==> src/rtl/mhr_pkg.sv <==
package mhr_pkg;
  localparam int PORTS     = 5;
  localparam int PKT_W     = 25;
  localparam int MAG_W     = 2;
  localparam int VALID_BIT = 0;
  localparam int Y_SIGN    = PKT_W - 1;
  localparam int Y_MAG_HI  = Y_SIGN - 1;
  localparam int Y_MAG_LO  = Y_MAG_HI - MAG_W + 1;
  localparam int X_SIGN    = Y_MAG_LO - 1;
  localparam int X_MAG_HI  = X_SIGN - 1;
  localparam int X_MAG_LO  = X_MAG_HI - MAG_W + 1;

  typedef enum logic [2:0] {
    DIR_LOCAL = 3'd0,
    DIR_NORTH = 3'd1,
    DIR_EAST  = 3'd2,
    DIR_SOUTH = 3'd3,
    DIR_WEST  = 3'd4
  } dir_e;

  typedef logic [PKT_W-1:0] pkt_t;

  function automatic logic [MAG_W-1:0] y_mag(input pkt_t p);
    return p[Y_MAG_HI:Y_MAG_LO];
  endfunction

  function automatic logic [MAG_W-1:0] x_mag(input pkt_t p);
    return p[X_MAG_HI:X_MAG_LO];
  endfunction

  // Vertical leg first, then horizontal, then local delivery.
  function automatic dir_e pick_dir(input pkt_t p);
    if (y_mag(p) != '0)      return p[Y_SIGN] ? DIR_NORTH : DIR_SOUTH;
    else if (x_mag(p) != '0) return p[X_SIGN] ? DIR_EAST  : DIR_WEST;
    else                     return DIR_LOCAL;
  endfunction

  // Copy of the packet with one hop taken off the axis in use.
  function automatic pkt_t next_hop(input pkt_t p);
    pkt_t r;
    r = p;
    if (y_mag(p) != '0)      r[Y_MAG_HI:Y_MAG_LO] = y_mag(p) - 1'b1;
    else if (x_mag(p) != '0) r[X_MAG_HI:X_MAG_LO] = x_mag(p) - 1'b1;
    return r;
  endfunction
endpackage

==> src/rtl/mhr_port_stage.sv <==
module mhr_port_stage
  import mhr_pkg::*;
(
  input  logic clk,
  input  logic rst_n,
  input  pkt_t in_pkt,
  input  logic won,
  output pkt_t cand,
  output logic hold_busy
);
  pkt_t in_q;
  pkt_t hold_q;
  logic hold_v;
  logic lose;

  assign cand      = hold_v ? hold_q : in_q;
  assign lose      = cand[VALID_BIT] && !won;
  assign hold_busy = hold_v;

  always_ff @(posedge clk or negedge rst_n) begin
    if (!rst_n) begin
      in_q   <= '0;
      hold_q <= '0;
      hold_v <= 1'b0;
    end else begin
      if (!hold_v) in_q <= in_pkt;
      if (lose) begin
        hold_q <= cand;
        hold_v <= 1'b1;
      end else if (hold_v && won) begin
        hold_v <= 1'b0;
      end
    end
  end

  // a captured packet survives while the hold slot is full
  a_r9_capture_kept: assert property (@(posedge clk) disable iff (!rst_n)
    hold_v |=> $stable(in_q));

  // a refused held packet stays parked and unchanged
  a_r7_hold_kept: assert property (@(posedge clk) disable iff (!rst_n)
    (hold_v && !won) |=> (hold_v && $stable(hold_q)));
endmodule

==> src/rtl/mhr_route_unit.sv <==
module mhr_route_unit
  import mhr_pkg::*;
(
  input  pkt_t cand,
  output logic req,
  output dir_e dir,
  output pkt_t fwd
);
  assign req = cand[VALID_BIT];
  assign dir = pick_dir(cand);
  assign fwd = next_hop(cand);
endmodule

==> src/rtl/mhr_out_arbiter.sv <==
module mhr_out_arbiter #(
  parameter int N = 5
) (
  input  logic [N-1:0] req,
  input  logic         blocked,
  output logic [N-1:0] gnt
);
  logic found;

  always_comb begin
    gnt   = '0;
    found = 1'b0;
    for (int k = 0; k < N; k++) begin
      if (!blocked && req[k] && !found) begin
        gnt[k] = 1'b1;
        found  = 1'b1;
      end
    end
  end
endmodule

==> src/rtl/mesh_hop_router.sv <==
module mesh_hop_router
  import mhr_pkg::*;
(
  input  logic                   clk,
  input  logic                   rst_n,
  input  logic [PORTS*PKT_W-1:0] in_flat,
  input  logic [PORTS-1:0]       busy_in,
  output logic [PORTS*PKT_W-1:0] out_flat,
  output logic [PORTS-1:0]       busy_out
);
  pkt_t             cand    [PORTS];
  pkt_t             fwd     [PORTS];
  dir_e             dir     [PORTS];
  logic [PORTS-1:0] req_v;
  logic [PORTS-1:0] won;
  logic [PORTS-1:0] lost;
  logic [PORTS-1:0] req_by_out [PORTS];
  logic [PORTS-1:0] gnt_by_out [PORTS];
  pkt_t             out_d   [PORTS];
  pkt_t             out_q   [PORTS];

  genvar g;
  generate
    for (g = 0; g < PORTS; g++) begin : g_in
      mhr_port_stage u_stage (
        .clk       (clk),
        .rst_n     (rst_n),
        .in_pkt    (in_flat[g*PKT_W +: PKT_W]),
        .won       (won[g]),
        .cand      (cand[g]),
        .hold_busy (busy_out[g])
      );
      mhr_route_unit u_route (
        .cand (cand[g]),
        .req  (req_v[g]),
        .dir  (dir[g]),
        .fwd  (fwd[g])
      );
    end

    for (g = 0; g < PORTS; g++) begin : g_out
      always_comb begin
        for (int i = 0; i < PORTS; i++)
          req_by_out[g][i] = req_v[i] && (dir[i] == dir_e'(g));
      end
      mhr_out_arbiter #(.N(PORTS)) u_arb (
        .req     (req_by_out[g]),
        .blocked (busy_in[g]),
        .gnt     (gnt_by_out[g])
      );
      always_comb begin
        out_d[g] = '0;
        for (int i = 0; i < PORTS; i++)
          if (gnt_by_out[g][i]) out_d[g] = fwd[i];
      end
      always_ff @(posedge clk or negedge rst_n) begin
        if (!rst_n) out_q[g] <= '0;
        else        out_q[g] <= out_d[g];
      end
      assign out_flat[g*PKT_W +: PKT_W] = out_q[g];

      // a busy neighbour receives nothing on the following cycle
      a_r8_busy_blocks: assert property (@(posedge clk) disable iff (!rst_n)
        busy_in[g] |=> !out_q[g][VALID_BIT]);
    end
  endgenerate

  always_comb begin
    for (int i = 0; i < PORTS; i++) begin
      won[i] = 1'b0;
      for (int j = 0; j < PORTS; j++) won[i] = won[i] | gnt_by_out[j][i];
      lost[i] = req_v[i] && !won[i];
    end
  end

  // a refused candidate raises its busy bit next cycle
  generate
    for (g = 0; g < PORTS; g++) begin : g_chk
      a_r9_loser_busy: assert property (@(posedge clk) disable iff (!rst_n)
        lost[g] |=> busy_out[g]);
    end
  endgenerate

  // with no valid candidate, every output is idle next cycle
  a_r10_idle: assert property (@(posedge clk) disable iff (!rst_n)
    (req_v == '0) |=> !(out_q[0][VALID_BIT] | out_q[1][VALID_BIT] |
                        out_q[2][VALID_BIT] | out_q[3][VALID_BIT] |
                        out_q[4][VALID_BIT]));

  // vertical outputs carry the matching vertical sign
  a_r2_north_sign: assert property (@(posedge clk) disable iff (!rst_n)
    out_q[1][VALID_BIT] |-> out_q[1][Y_SIGN]);
  a_r2_south_sign: assert property (@(posedge clk) disable iff (!rst_n)
    out_q[3][VALID_BIT] |-> !out_q[3][Y_SIGN]);

  // horizontal outputs only ever leave with no vertical hops left
  a_r3_east_clean: assert property (@(posedge clk) disable iff (!rst_n)
    out_q[2][VALID_BIT] |-> (y_mag(out_q[2]) == '0 && out_q[2][X_SIGN]));
  a_r3_west_clean: assert property (@(posedge clk) disable iff (!rst_n)
    out_q[4][VALID_BIT] |-> (y_mag(out_q[4]) == '0 && !out_q[4][X_SIGN]));

  // local delivery only with both offsets used up
  a_r4_local_done: assert property (@(posedge clk) disable iff (!rst_n)
    out_q[0][VALID_BIT] |-> (y_mag(out_q[0]) == '0 && x_mag(out_q[0]) == '0));
endmodule

==> config.mk <==
export PLATFORM = sky130hd
export DESIGN_NAME = mesh_hop_router
export DESIGN_NICKNAME = d
export VERILOG_FILES = /design/src/rtl/mhr_pkg.sv /design/src/rtl/mhr_port_stage.sv /design/src/rtl/mhr_route_unit.sv /design/src/rtl/mhr_out_arbiter.sv /design/src/rtl/mesh_hop_router.sv
export SDC_FILE = /design/constraint.sdc
export NUM_CORES = 1
export LEC_CHECK = 0
export CAP_MARGIN = 20
export CELL_PAD_IN_SITES_DETAIL_PLACEMENT = 0
export CELL_PAD_IN_SITES_GLOBAL_PLACEMENT = 2
export CORE_MARGIN = 2
export CORE_UTILIZATION = 46
export CTS_BUF_LIST = sky130_fd_sc_hd__clkbuf_8
export CTS_CLUSTER_SIZE = 20
export DETAILED_ROUTE_END_ITERATION = 7
export DONT_BUFFER_PORTS = 1
export PLACE_DENSITY_LB_ADDON = 0.05
export REMOVE_ABC_BUFFERS = 1
export SLEW_MARGIN = 20
export SYNTH_ARGS = -nofsm -noshare
export SYNTH_HDL_FRONTEND = slang
export SYNTH_SLANG_ARGS = --single-unit
==> constraint.sdc <==
create_clock -name clk -period 5.33 [get_ports clk]
set_input_delay 1.066 -clock clk [delete_from_list [all_inputs] [get_ports clk]]
set_output_delay 1.066 -clock clk [all_outputs]
set_load 0.01 [all_outputs]
# Word level (Yosys, flattened, before mapping)
# Index checks and enable logic that the tools add are counted.
# word_totals
register_bits	380
in_bits	132
output_inout_bits	130
elab_cells	315
# op_classes
n_addsub	10
n_eq_ne	20
n_mux	115
bitwise_logic	20
n_reduce_logical	130
# op_table
operator	n
two-way mux 25 bit	30
logical AND 1 bit	80
two-way mux 1 bit	50
two-way mux 3 bit	15
two-way mux 2 bit	20
equality test 3 x 2 -> 1 bit (second input constant)	10
zero test 1 bit	30
nonzero test 2 bit	15
OR 1 bit	20
subtractor 2 x 1 -> 2 bit (second input constant)	10
equality test 3 x 1 -> 1 bit (second input constant)	5
equality test 3 bit (second input constant)	5
zero test 3 bit	5

# Longest topological paths before layout
# depth
depth_word	27
ltp_mapped	11

# Hierarchy
# From an unflattened synthesis, not the netlist that was laid out.
# unflattened
hier_cells	1785
area_unflattened_um2	20911.3
# by_module_without_submodules
module	n_inst	cells_per_inst	area_per_inst_um2	seq_area_each_um2
mhr_port_stage	5	137	2200.9	1276.2
mesh_hop_router	1	900	8399.3	3128.0
mhr_route_unit	5	34	247.7	0.0
mhr_out_arbiter	5	6	53.8	0.0

# Worst setup path before layout
# Ideal clock, no wire load.
# synth_path
path_kind	reg-to-reg
startpoint	reg g_in[2].u_stage.hold_v
endpoint	reg g_in[3].u_stage.hold_q[15]
setup_ns	0.128
t_arrival_ns	2.699
t_required_ns	5.202
setup_slack_ns	2.504
stages_incl_launch_ff	10
period_less_slack_ns	2.826
path_cell_list	dfrtp_1 -> clkbuf_1 -> or4b_1 -> and2_1 -> or4_1 -> nand4_1 -> nand3_1 -> a211oi_2 -> buf_4 -> mux2_1
# synth_via
elab_chain_cells	18
word_cells_on_any_way	53
classes_between	eq/ne: 4; mux: 15; bitwise: 4; reduce/logical: 30
# synth_lines
item	line_no	rtl
start, declared	mhr_port_stage.sv:13	logic hold_v;
start signal, assigned	mhr_port_stage.sv:24	hold_v <= 1'b0;
start signal, assigned	mhr_port_stage.sv:29	hold_v <= 1'b1;
start signal, assigned	mhr_port_stage.sv:31	hold_v <= 1'b0;
two-way mux 25 bit *	mhr_port_stage.sv:16	assign cand = hold_v ? hold_q : in_q;
nonzero test 2 bit or two-way mux 3 bit (tied branches)	mhr_pkg.sv:34	else if (x_mag(p) != '0) return p[X_SIGN] ? DIR_EAST : DIR_WEST;
two-way mux 3 bit	mhr_pkg.sv:34	
two-way mux 3 bit	mhr_pkg.sv:33	if (y_mag(p) != '0) return p[Y_SIGN] ? DIR_NORTH : DIR_SOUTH;
equality test 3 x 1 -> 1 bit or zero test 3 bit (tied branches)	mesh_hop_router.sv:44	req_by_out[g][i] = req_v[i] && (dir[i] == dir_e'(g));
logical AND 1 bit	mesh_hop_router.sv:44	
logical AND 1 bit (2 in series)	mhr_out_arbiter.sv:14	if (!blocked && req[k] && !found) begin
two-way mux 1 bit	mhr_out_arbiter.sv:14	
zero test 1 bit	mhr_out_arbiter.sv:14	
logical AND 1 bit	mhr_out_arbiter.sv:14	
two-way mux 1 bit	mhr_out_arbiter.sv:14	
OR 1 bit (3 in series)	mesh_hop_router.sv:71	for (int j = 0; j < PORTS; j++) won[i] = won[i] | gnt_by_out[j][i];
OR 1 bit *	mesh_hop_router.sv:71	
zero test 1 bit *	mhr_port_stage.sv:17	assign lose = cand[VALID_BIT] && !won;
logical AND 1 bit *	mhr_port_stage.sv:17	
end signal, assigned	mhr_port_stage.sv:28	hold_q <= cand;
end, declared	mhr_port_stage.sv:12	pkt_t hold_q;
# Mark *: on every way between the ends. The rest lies on a longest branch, timed or not.
# A chain may end at the register's enable or synchronous reset.

# Final worst setup path
# layout_path
startpoint	reg g_in[4].u_stage.hold_v
endpoint	reg g_in[4].u_stage.hold_q[7]
# layout_via
elab_chain_cells	15
word_cells_on_any_way	38
classes_between	eq/ne: 4; mux: 10; bitwise: 4; reduce/logical: 20
# layout_lines
item	line_no
start, declared	mhr_port_stage.sv:13
start signal, assigned	mhr_port_stage.sv:24
start signal, assigned	mhr_port_stage.sv:29
start signal, assigned	mhr_port_stage.sv:31
two-way mux 25 bit *	mhr_port_stage.sv:16
nonzero test 2 bit or two-way mux 3 bit (tied branches)	mhr_pkg.sv:34
two-way mux 3 bit	mhr_pkg.sv:34
two-way mux 3 bit	mhr_pkg.sv:33
equality test 3 x 1 -> 1 bit or zero test 3 bit (tied branches)	mesh_hop_router.sv:44
logical AND 1 bit	mesh_hop_router.sv:44
logical AND 1 bit (2 in series)	mhr_out_arbiter.sv:14
two-way mux 1 bit	mhr_out_arbiter.sv:14
OR 1 bit (4 in series)	mesh_hop_router.sv:71
zero test 1 bit	mhr_port_stage.sv:17
logical AND 1 bit	mhr_port_stage.sv:17
end signal, assigned	mhr_port_stage.sv:28
end, declared	mhr_port_stage.sv:12
# Marks and branches as above.

==> reports/qor.yml <==
status: "complete, no violations"
post-place-ws_ps: 1270
layout_common_cells: "dfrtp_1 (375), mux2_2 (150), mux2i_1 (140)"
wl_per_cell_um: 27.0
crit_type: "reg2reg"
ant_nets: 0
cp.arrival_ps: 4640
setup_violations: 0
cpMaxStageDelayCell: "dfrtp_4"
drc_errors: 0
grt_max_degree: 381
grt_pass1_wl_um: 88400
maxCapViolCount: 0
insertion_delay_ps: 630
areaGrowthSynthToFinish_pct: 10.3
period_minus_slack_ps: 4110
grt_pass1_vias: 13433
setup.worst_path.end_class: "flop"
stdcell_area_um2: 20000
drt_wl_total_um: 59900
ys.warnings.count: 0
drt-pass1-iter-count: 6
ys_ff_latch: 380
antenna_found_initial: 5
power_leakage_nw: 8.88
synth_xor_xnor_area_share_pct: 0
synthMuxAreaShare_pct: 17.7
synth_edf_count: 0
crit_top_cell: "buf_4"
synth.avg_cell_area_um2: 10.9
clk_path_buf_depth: 3
slowest_delay_ps: 1040
seq_area_frac_synth_pct: 52.6
utilization_pct: 51.5
die-area_um2: 40900
slew_viol_final: 0
synth_area_um2: 18100
drtIter0Drc: 1314
skew_ps: 33.3
synth_flop_cell: "dfrtp_1"
clkTransAtPathRegs_ps: 60
rsz0062_at_grt: "no"
synth.distinct_cells: 72
hold_viol_final: 0
min_period_over_period_pct: 77.2
worst_slew_pin_slew_ps: 1130
synthAdderAreaFrac_pct: 0
cts.sinks: 380
cts_buffers: 68
fp-row-count: 72
drt-vias-per-instance: 6.15
synth_top_cell_by_area: "dfrtp_1"
pin_count: 262
powerDensity_nw_per_um2: 775
synth_cells: 1657
critical_path.top_delay_family: "simple AND/OR/NAND/NOR gates"
critical_path_buf_inv_count: 2
synth_area_leaders: "dfrtp_1 (53%), mux2_2 (9.3%), mux2i_1 (7.7%)"
timing.slew.headroom_pct: 24.4
placed_area_um2: 18600
htree_levels: 3
ir_drop_mv: 0.409
vias: 13625
path_max_fanout: 61
synth_compound_area_share_pct: 15.4
core_area_um2: 38700
die-width_um: 202
drive_above_1_share_pct: 18.9
grt.total_usage_pct: 29.1
setup_tns_ps: 0
start_kind: "flop"
whs_ps: 144
fmax_mhz: 243
setup_ws_ps: 1220
synth_top_family_by_area: "multiplexers"
cts_tree: "done"
post_cts_buffers: 0
cts-resized-gates: 0
fin_nets: 1782
synth-simple-area-share_pct: 10.6
cts_hold_buf: 0
initial_core_util_pct: 46.7
cts_root_buf: "clkbuf_8"
async_reset_ff_share_pct: 100
port_buffers: 0
gp_congestion: 0.872
dpl.hpwl_um: 38700
cp.required_ps: 5860
grt_overflow_total: 0
final_cells: 2216
dp_cells: 2098
final_common_cell: "dfrtp_1"
synth_top_area_share_pct: 52.6
power_mw: 15.5
die_h_um: 202
critical_path.cell_chain: "nand2b_1 > a21boi_0 > and4b_1 > nand4b_1 > buf_4 > nand2_1 > nor4b_4 > buf_4 > mux2i_1"
hold_path.class: "in2async"
==> Yosys cell counts, drive strengths merged, types with 7 or more instances <==
| library cell | instances |
|---|---|
| o22ai | 108 |
| a21oi | 82 |
| clkbuf | 87 |
| nor4b | 8 |
| dfrtp | 380 |
| nand4 | 9 |
| or3 | 12 |
| mux2 | 158 |
| and2 | 7 |
| mux2i | 140 |
| nor2 | 133 |
| nor2b | 11 |
| nand3 | 15 |
| buf | 35 |
| nand2 | 117 |
| o21ai | 96 |
| o221ai | 87 |
| nor4 | 21 |
| inv | 44 |
| nor3 | 10 |
| nand2b | 10 |
==> state kept, by name (all words and copies together) (netlist names) <==
name,flops
g_in.u_stage.hold_busy,5
out_flat,125
g_in.u_stage.in_q,125
g_in.u_stage.hold_q,125
==> routing by layer <==
metal	routed length, µm	GRT usage [%]	up-vias
met2	26700	43.9	615
met5	11	0	-
met1	25300	39.5	6734
met3	4800	6.84	144
li1	-	-	6130
met4	3050	14.4	2
==> path summary, 6_finish.rpt <==
check                           cells past startpoint                  startpoint  slack, ps                         end
worst max-delay path                                9   g_in[4].u_stage.hold_busy       1220   g_in[4].u_stage.hold_q[7]
worst min-delay path                                0                       rst_n        140   g_in[2].u_stage.hold_q[9]
worst max register to register                      9   g_in[4].u_stage.hold_busy       1220   g_in[4].u_stage.hold_q[7]
worst min register to register                      2  g_in[2].u_stage.hold_q[10]        480  g_in[2].u_stage.hold_q[10]
max in group asynchronous                           0                       rst_n       4670               out_flat[122]
min in group clk                                    2  g_in[2].u_stage.hold_q[10]        480  g_in[2].u_stage.hold_q[10]
==> cells by family after synthesis <==
family | after synthesis
other cells | 1
mux | 298
simple gates | 388
compound gates | 424
buf+inv | 166
flops | 380
==> layout make-up <==
type	count	area (µm²)
clock buffer	89	1220
clock inverter	28	160
fill	3507	18800
inverter	44	165
multi-input combinational	1120	7960
tap	518	648
timing repair buffer	36	268
sequential	380	9530
antenna	1	2.50
==> power by group <==
| part | internal (mW) | switching, mW |
|---|---|---|
| sequential | 4.23 | 1.21 |
| clock | 1.54 | 1.22 |
| combinational | 2.72 | 4.55 |
| total | 8.49 | 6.98 |
==> worst reg2reg max path: cells and delay by family, from the launching register on <==
kind                   cells  cell delay, ps
buffers and inverters      2             830
and+or+nand+nor            5            1190
muxes                      1             280
AOI/OAI and AO/OA          1             680
DFF                        1            1040
(Power assumes the default switching activity.)
